**config.mk**
```make
export PLATFORM = sky130hd
export DESIGN_NAME = irq_fatal_agg
export DESIGN_NICKNAME = d
export VERILOG_FILES = /design/src/rtl/irq_agg_pkg.sv /design/src/rtl/irq_stat_bank.sv /design/src/rtl/irq_grp_class.sv /design/src/rtl/irq_cfg_regs.sv /design/src/rtl/irq_halt_ctl.sv /design/src/rtl/irq_fatal_agg.sv
export SDC_FILE = /design/constraint.sdc
export NUM_CORES = 1
export LEC_CHECK = 0
export BUFFER_PORTS_ARGS = -buffer_cell sky130_fd_sc_hd__buf_2
export CAP_MARGIN = 15
export CORE_ASPECT_RATIO = 0.9
export CORE_MARGIN = 2
export CORE_UTILIZATION = 43
export DETAILED_ROUTE_END_ITERATION = 10
export HOLD_SLACK_MARGIN = 0.02
export PLACE_DENSITY = 0.78
export SLEW_MARGIN = 20
export SYNTH_ARGS = -nofsm -noshare
export SYNTH_HDL_FRONTEND = slang
export SYNTH_SLANG_ARGS = --single-unit
```
**constraint.sdc**
```tcl
create_clock -name clk -period 1.6 [get_ports clk]
set_clock_uncertainty 0.2 [all_clocks]
set_input_delay 0.08 -clock clk [delete_from_list [all_inputs] [get_ports clk]]
set_output_delay 0.08 -clock clk [all_outputs]
set_load 0.01 [all_outputs]
```
**src/rtl/irq_agg_pkg.sv**
```systemverilog
package irq_agg_pkg;

    typedef enum logic {
        ROLE_TARGET    = 1'b0,
        ROLE_INITIATOR = 1'b1
    } role_e;

    // Summary of one status group after classification
    typedef struct packed {
        logic pend;
        logic fatal;
    } grp_sum_t;

    localparam int unsigned CTL_PIN_MASK_BIT = 1;

    function automatic role_e to_role(input logic init_bit);
        return init_bit ? ROLE_INITIATOR : ROLE_TARGET;
    endfunction

endpackage

```
**src/rtl/irq_stat_bank.sv**
```systemverilog
module irq_stat_bank #(
    parameter int W = 8
) (
    input  logic         clk,
    input  logic         rst,
    input  logic [W-1:0] src,
    input  logic         rd,
    output logic [W-1:0] stat
);
    logic [W-1:0] kept;

    // A read empties the register; a pulse in the same cycle survives
    assign kept = rd ? '0 : stat;

    always_ff @(posedge clk) begin
        if (rst) stat <= '0;
        else     stat <= kept | src;
    end
endmodule

```
**src/rtl/irq_grp_class.sv**
```systemverilog
module irq_grp_class
    import irq_agg_pkg::*;
#(
    parameter int           W       = 8,
    parameter logic [W-1:0] NF_INIT = '0,
    parameter logic [W-1:0] NF_TGT  = '0
) (
    input  logic [W-1:0] stat,
    input  logic [W-1:0] en,
    input  role_e        role,
    output grp_sum_t     sum
);
    logic [W-1:0] nonfatal;
    logic [W-1:0] fatal_bits;

    assign nonfatal   = (role == ROLE_INITIATOR) ? NF_INIT : NF_TGT;
    // Fatal when not in the nonfatal set, or promoted by its enable
    assign fatal_bits = stat & (~nonfatal | en);

    assign sum.pend  = |stat;
    assign sum.fatal = |fatal_bits;
endmodule

```
**src/rtl/irq_cfg_regs.sv**
```systemverilog
module irq_cfg_regs #(
    parameter int DMA_W    = 8,
    parameter int S0_W     = 8,
    parameter int S1_W     = 8,
    parameter int DATA_W   = 8,
    parameter int MASK_BIT = 1
) (
    input  logic              clk,
    input  logic              rst,
    input  logic              we_dma_en,
    input  logic              we_s0_en,
    input  logic              we_s1_en,
    input  logic              we_ctl,
    input  logic [DATA_W-1:0] wdata,
    output logic [DMA_W-1:0]  dma_en,
    output logic [S0_W-1:0]   s0_en,
    output logic [S1_W-1:0]   s1_en,
    output logic              mask_q,
    output logic              mask_eff
);
    always_ff @(posedge clk) begin
        if (rst) begin
            dma_en <= '0;
            s0_en  <= '0;
            s1_en  <= '0;
            mask_q <= 1'b0;
        end else begin
            if (we_dma_en) dma_en <= wdata[DMA_W-1:0];
            if (we_s0_en)  s0_en  <= wdata[S0_W-1:0];
            if (we_s1_en)  s1_en  <= wdata[S1_W-1:0];
            if (we_ctl)    mask_q <= wdata[MASK_BIT];
        end
    end

    // The value being written takes effect at the pin in the write cycle
    assign mask_eff = we_ctl ? wdata[MASK_BIT] : mask_q;
endmodule

```
**src/rtl/irq_halt_ctl.sv**
```systemverilog
module irq_halt_ctl (
    input  logic clk,
    input  logic rst,
    input  logic fatal_any,
    input  logic seq_running,
    output logic halt_req
);
    logic armed_q;

    assign halt_req = armed_q & seq_running & fatal_any;

    always_ff @(posedge clk) begin
        if (rst)               armed_q <= 1'b1;
        else if (halt_req)     armed_q <= 1'b0;
        else if (!seq_running) armed_q <= 1'b1;
    end
endmodule

```
**src/rtl/irq_fatal_agg.sv**
```systemverilog
module irq_fatal_agg
    import irq_agg_pkg::*;
#(
    parameter int                DMA_W      = 8,
    parameter int                S0_W       = 8,
    parameter int                S1_W       = 8,
    parameter int                DATA_W     = 8,
    parameter logic [S0_W-1:0]   S0_NF_INIT = 'h07,
    parameter logic [S1_W-1:0]   S1_NF_INIT = 'h03,
    parameter logic [S0_W-1:0]   S0_NF_TGT  = 'h01,
    parameter logic [S1_W-1:0]   S1_NF_TGT  = 'h02
) (
    input  logic              clk,
    input  logic              rst,
    input  logic              role_init,
    input  logic              seq_running,
    input  logic [DMA_W-1:0]  dma_src,
    input  logic [S0_W-1:0]   s0_src,
    input  logic [S1_W-1:0]   s1_src,
    input  logic              rd_dma,
    input  logic              rd_s0,
    input  logic              rd_s1,
    input  logic              we_dma_en,
    input  logic              we_s0_en,
    input  logic              we_s1_en,
    input  logic              we_ctl,
    input  logic [DATA_W-1:0] wdata,
    input  logic              dma_fifo_empty_i,
    output logic [DMA_W-1:0]  dma_stat,
    output logic [S0_W-1:0]   s0_stat,
    output logic [S1_W-1:0]   s1_stat,
    output logic [DMA_W-1:0]  dma_en,
    output logic [S0_W-1:0]   s0_en,
    output logic [S1_W-1:0]   s1_en,
    output logic              pin_mask,
    output logic              dma_pend,
    output logic              scsi_pend,
    output logic              halt_req,
    output logic              irq_n,
    output logic              dma_fifo_empty_o
);
    localparam logic [DMA_W-1:0] DMA_NF = '0;  // no DMA source is nonfatal

    role_e    role;
    grp_sum_t dma_sum, s0_sum, s1_sum;
    logic     mask_eff;
    logic     fatal_any;

    assign role = to_role(role_init);

    irq_stat_bank #(.W(DMA_W)) u_dma_bank (
        .clk(clk), .rst(rst), .src(dma_src), .rd(rd_dma), .stat(dma_stat)
    );
    irq_stat_bank #(.W(S0_W)) u_s0_bank (
        .clk(clk), .rst(rst), .src(s0_src), .rd(rd_s0), .stat(s0_stat)
    );
    irq_stat_bank #(.W(S1_W)) u_s1_bank (
        .clk(clk), .rst(rst), .src(s1_src), .rd(rd_s1), .stat(s1_stat)
    );

    irq_cfg_regs #(
        .DMA_W(DMA_W), .S0_W(S0_W), .S1_W(S1_W), .DATA_W(DATA_W),
        .MASK_BIT(CTL_PIN_MASK_BIT)
    ) u_cfg (
        .clk(clk), .rst(rst),
        .we_dma_en(we_dma_en), .we_s0_en(we_s0_en), .we_s1_en(we_s1_en),
        .we_ctl(we_ctl), .wdata(wdata),
        .dma_en(dma_en), .s0_en(s0_en), .s1_en(s1_en),
        .mask_q(pin_mask), .mask_eff(mask_eff)
    );

    irq_grp_class #(.W(DMA_W), .NF_INIT(DMA_NF), .NF_TGT(DMA_NF)) u_dma_cls (
        .stat(dma_stat), .en(dma_en), .role(role), .sum(dma_sum)
    );
    irq_grp_class #(.W(S0_W), .NF_INIT(S0_NF_INIT), .NF_TGT(S0_NF_TGT)) u_s0_cls (
        .stat(s0_stat), .en(s0_en), .role(role), .sum(s0_sum)
    );
    irq_grp_class #(.W(S1_W), .NF_INIT(S1_NF_INIT), .NF_TGT(S1_NF_TGT)) u_s1_cls (
        .stat(s1_stat), .en(s1_en), .role(role), .sum(s1_sum)
    );

    assign dma_pend  = dma_sum.pend;
    assign scsi_pend = s0_sum.pend | s1_sum.pend;
    assign fatal_any = dma_sum.fatal | s0_sum.fatal | s1_sum.fatal;

    irq_halt_ctl u_halt (
        .clk(clk), .rst(rst), .fatal_any(fatal_any),
        .seq_running(seq_running), .halt_req(halt_req)
    );

    assign irq_n            = ~(fatal_any & ~mask_eff);
    assign dma_fifo_empty_o = dma_fifo_empty_i;
endmodule

```
# --- Word level (Yosys, flattened, before mapping) ---
# Cells that the tools add are included.
word_totals:
  reg_bits: 50
  wordCells: 40
  out_inout_bits: 54
  input_bits: 44
classes:
  n_bitwise: 17
  n_reduce_logical: 5
  eq_ne: 1
  n_mux: 9
op_table:
  columns: ["operator", "n"]
  rows:
  - ["$or 8x8->8", 5]
  - ["$reduce_or 8->1", 5]
  - ["$mux 8", 3]
  - ["$and 8x8->8", 2]
  - ["$not 8->8", 2]
  - ["$mux 1", 5]
  - ["$and 1x1->1", 3]
  - ["$mux 3", 1]
  - ["$or 1x1->1", 3]
  - ["$ne 2x1->1 const B", 1]
  - ["$not 1->1", 2]

# --- Depth between registers and ports, before layout ---
depth:
  depth_word: 10
  depth_mapped: 4
  mapped_depth_nobuf: 4

# --- Cells and area by module ---
# Synthesis repeated with hierarchy kept, for this count alone.
hier_totals:
  hier_cells: 209
  hier_area_um2: 2042.0
modules_own_cells:
  columns: ["mod", "area_each_um2", "instances", "cells_each", "seq_area_each_um2"]
  rows:
  - ["irq_cfg_regs", 920.9, 1, 81, 500.5]
  - ["irq_stat_bank", 304.0, 3, 33, 160.2]
  - ["irq_grp_class at u_s0_cls", 56.3, 1, 9, 0.0]
  - ["irq_grp_class at u_s1_cls", 56.3, 1, 8, 0.0]
  - ["irq_halt_ctl", 41.3, 1, 4, 20.0]
  - ["irq_fatal_agg", 31.3, 1, 4, 0.0]
  - ["irq_grp_class at u_dma_cls", 23.8, 1, 4, 0.0]

# --- Worst setup path after synthesis ---
# No wires, ideal clock.
synth_path:
  path_type: "reg2out"
  from: "register u_dma_bank.stat[6]"
  to: "output halt_req"
  path_buffers: 0
  required_ns: 1.320
  arrival_time_ns: 1.198
  setup_slack_ns: 0.122
  path_stages_with_launch: 5
  path_cell_list: "dfxtp_1 nor4_2 and4_1 o2111ai_2 and3_1"
synth_between:
  elab_chain_cells: 4
synth_lines:
  columns: ["item", "line", "source"]
  rows:
  - ["start: declaration", "irq_stat_bank.sv:8", "output logic [W-1:0] stat"]
  - ["start signal: assignment", "irq_stat_bank.sv:17", "else stat <= kept | src;"]
  - ["$reduce_or 8->1", "irq_grp_class.sv:21", "assign sum.fatal = |fatal_bits;"]
  - ["$or 1x1->1 (2 in a row)", "irq_fatal_agg.sv:84", "assign fatal_any = dma_sum.fatal | s0_sum.fatal | s1_sum.fatal;"]
  - ["$and 1x1->1", "irq_halt_ctl.sv:10", "assign halt_req = armed_q & seq_running & fatal_any;"]
  - ["end: declaration", "irq_fatal_agg.sv:38", "output logic halt_req,"]
# No other way between the ends.

# --- Worst setup path in the final report ---
layout_path:
  from: "register u_s1_bank.stat[6]"
  to: "output halt_req"
layout_between:
  elab_chain_cells: 4
layout_lines:
  columns: ["item", "line", "source"]
  rows:
  - ["start: declaration", "irq_stat_bank.sv:8", null]
  - ["start signal: assignment", "irq_stat_bank.sv:17", null]
  - ["$and 8x8->8", "irq_grp_class.sv:18", "assign fatal_bits = stat & (~nonfatal | en);"]
  - ["$reduce_or 8->1", "irq_grp_class.sv:21", null]
  - ["$or 1x1->1", "irq_fatal_agg.sv:84", null]
  - ["$and 1x1->1", "irq_halt_ctl.sv:10", null]
# No other way between the ends.

==> impl_metrics.csv <==
group,metric,value,unit
finish,multiInputGateArea,753,um^2
clock_tree,clock_tree.htree_level_count,2,
finish,final_layout_size_suffix_gt1_frac,0.363,
sta,finalHoldViolCount,0,
sta,setup_tns,-0.635,ns
worst_setup_path,critical_path.max_stage_delay,0.35,ns
finish,n_antenna_cell,0,
synthesis,synth_fp_nets,225,
hold_path,worst_hold_path.num_cells,3,
placement,postPlaceCellArea,2330,um^2
clock_tree,cts_buffer_depth,2,
worst_setup_path,critPathCaptureType,"output pin",
outcome,status,"finished with violations",
floorplanning,chipWidth,71.6,um
floorplanning,dieArea,4640,um^2
worst_setup_path,critical-path-slowest-cell,"dfxtp_2",
synthesis,syn_inst,181,
finish,most-common-layout-cells,"buf_2, dlygate4sd3_1, nor2_1, dfxtp_1, mux2i_1",
synthesis,synth-warning-count,0,
synthesis,netlist_area,1770,um^2
placement,detailedPlace.worstSlack,-0.0239,ns
finish,area_growth,74.0,%
worst_setup_path,crit_path_dat,1.61,ns
finish,fin_area,3080,um^2
synthesis,synth.yosys.seq_area_share,0.566,
routing,initialDrtViolationCount,81,
power_and_ir_drop,vdd_ir_drop_max,0.000616,V
outcome,failed_checks,"negative setup slack",
finish,final_common_cell,"buf_2",
power_and_ir_drop,pwr_per_cell_area,858,nW/um^2
routing,firstDrtPassIters,4,
global_route,gr-usage-all-layers,0.240,
job,cap_violations,0,
sta,report.final.setup_viol,3,
clock_tree,worst_setup_hold_path_clk_slew,0.08,ns
routing,drt.antenna.violating_nets,0,
worst_setup_path,crit_type,"register to output pin",
clock_tree,cts.sink_count,50,
clock_tree,cts.hold.buffers_added,59,
synthesis,ys_ff_latch,50,
worst_setup_path,reg2reg_to,"u_s1_bank.stat[3]",
floorplanning,placeableCoreArea,4020,um^2
finish,seqCellArea,1010,um^2
worst_setup_path,reg2reg_setup_slack,0.06,ns
routing,avgRoutedWirePerCell,14.4,um
sta,slew-limit-headroom,0.796,
worst_setup_path,cp.required,1.32,ns
hold_path,timing.hold.worst_endpoint,"u_halt.armed_q",
clock_tree,clock_latency,0.29,ns
synthesis,avgSynthCellArea,9.77,um^2
global_route,first_pass_grt_wire_length,8640,um
worst_setup_path,worst-path-buf-inv,1,
worst_setup_path,reg2reg_depth,4,
placement,place_hpwl,3210,um
floorplanning,initial_utilization,0.440,
worst_setup_path,critical_path.reg2reg.startpoint,"u_s1_bank.stat[3]",
sta,min_period_over_period,1.18,
power_and_ir_drop,p_leak,1.54,nW
routing,post-route-drc-count,0,
floorplanning,fp-row-count,22,
sta,report.final.slew_viol_count,0,
worst_setup_path,start_kind,"register",
routing,postRouteWirelength,5610,um
finish,fill_cells,281,
hold_path,hp-class,"input port to register",
clock_tree,cts_root_buffer,"clkbuf_8",
sta,worstMarginPinSlew,0.306,ns
floorplanning,dieHeight,64.8,um
global_route,grt_overflow,0,
sta,grt_setup_unrepaired,"yes",
placement,routabilityCongestion,0.753,
sta,timing.final.ws_setup,-0.293,ns
sta,period_needed,1.89,ns
global_route,grt_pass1_vias,1889,
placement,numPortBuffers,95,
worst_setup_path,path_cells,"nor4_4, and3_4, o2111ai_4, and3_1, buf_2",
hold_path,worst_hold_startpoint,"role_init",
synthesis,synth_unique_cells,22,
finish,total_number_of_nets_in_the_final_design,385,
routing,count_of_vias_placed_by_the_detailed_router,1950,
routing,detail_route.vias_per_cell,5.00,
sta,fmax,528,MHz
global_route,grt_max_degree,34,
global_route,grt_antenna_before_repair,0,
worst_setup_path,path_max_fanout,3,
floorplanning,top_level_ports,98,
clock_tree,cts_tree,"built",
worst_setup_path,cp_top_family,"simple AND/OR/NAND/NOR gates",
clock_tree,tritoncts.num_buffers,5,
[sequential cells by signal, indices dropped and copies added (netlist names)]
name,count
u_s0_bank.stat,8
u_cfg.dma_en,8
u_cfg.s0_en,8
u_dma_bank.stat,8
u_cfg.s1_en,8
u_cfg.mask_q,1
u_halt.armed_q,1
u_s1_bank.stat,8
[cell families (layout without fill, tap and decap cells)]
group	count (synthesis)	in the layout	share of synthesized area
compound gates	29	29	0.0970
mux	25	25	0.142
flops	50	50	0.566
buf+inv	14	175	0.0347
simple gates	63	63	0.161
[synthesized netlist by cell type, drive strengths merged]
master / instances / area share
a21oi: 24 / 0.068
a22oi: 2 / 0.0085
and3: 2 / 0.0071
and4: 1 / 0.0050
buf: 6 / 0.018
clkbuf: 3 / 0.0064
dfxtp: 50 / 0.57
inv: 5 / 0.011
mux2i: 25 / 0.14
nand2: 2 / 0.0042
nand3: 1 / 0.0028
nor2: 50 / 0.11
nor2b: 1 / 0.0035
nor3: 2 / 0.0057
nor4: 4 / 0.026
o2111ai: 1 / 0.0085
o21ai: 2 / 0.012
[worst max-delay path by stage]
stage,from,to,slack (ns),cells after the start
final,u_s1_bank.stat[6],halt_req,-0.29,5
after global routing,u_s0_bank.stat[6],halt_req,-0.37,5
after CTS,u_dma_bank.stat[7],halt_req,-0.29,5
after detailed placement,u_dma_bank.stat[2],halt_req,-0.02,5
after global placement,u_dma_bank.stat[6],halt_req,0.02,5
after floorplan,u_dma_bank.stat[6],halt_req,0.12,4
[final cells by class]
| type | instances | share of cell area |
|---|---|---|
| Inverter | 5 | 0.00610 |
| Tap cell | 48 | 0.0195 |
| Timing Repair Buffer | 162 | 0.372 |
| Multi-Input combinational cell | 117 | 0.245 |
| Sequential cell | 50 | 0.328 |
| Clock inverter | 1 | 0.00163 |
| Clock buffer | 7 | 0.0281 |
[worst register-to-register path, delay by kind of cell, from the launching register on]
| kind | cells | cell delay (ns) |
|---|---|---|
| DFF | 1 | 0.34 |
| AOI/OAI and AO/OA | 1 | 0.14 |
| and+or+nand+nor | 1 | 0.04 |
| buffers and inverters | 2 | 0.70 |
[timing repair]
item / CTS / global route
endpoints found under the setup margin: 3 / 5
hold endpoints to repair: 51 / 1
resized for setup: 3 / 11
pin swaps: 6 / 4
buffers inserted: 2 / 0
[routing by layer]
| layer | share of wire | up-vias | track usage |
|---|---|---|---|
| li1 | - | 930 | - |
| met1 | 0.39 | 934 | 0.257 |
| met2 | 0.53 | 77 | 0.450 |
| met3 | 0.060 | 9 | 0.0591 |
| met4 | 0.017 | 0 | 0.0896 |
| met5 | 0 | - | 0 |
[per-stage QoR]
| stage | cells | hold WS, ns | utilization | total power [mW] |
|---|---|---|---|---|
| after floorplan | 181 | -0.0126 | - | 1.59 |
| after global placement | 322 | -0.0399 | 0.579 | 1.77 |
| after detailed placement | 322 | -0.0399 | 0.579 | 1.78 |
| after CTS | 391 | 0.0224 | 0.754 | 2.63 |
| after global routing | 390 | 0.0135 | 0.765 | 2.77 |
| final | 390 | 0.0176 | 0.765 | 2.64 |
[report_power, final]
group / total (mW) / switching (mW) / internal [mW]
sequential: 1.39 / 0.0646 / 1.32
combinational: 0.521 / 0.231 / 0.290
clock: 0.729 / 0.380 / 0.349
Power figures use the tool's default switching activity.
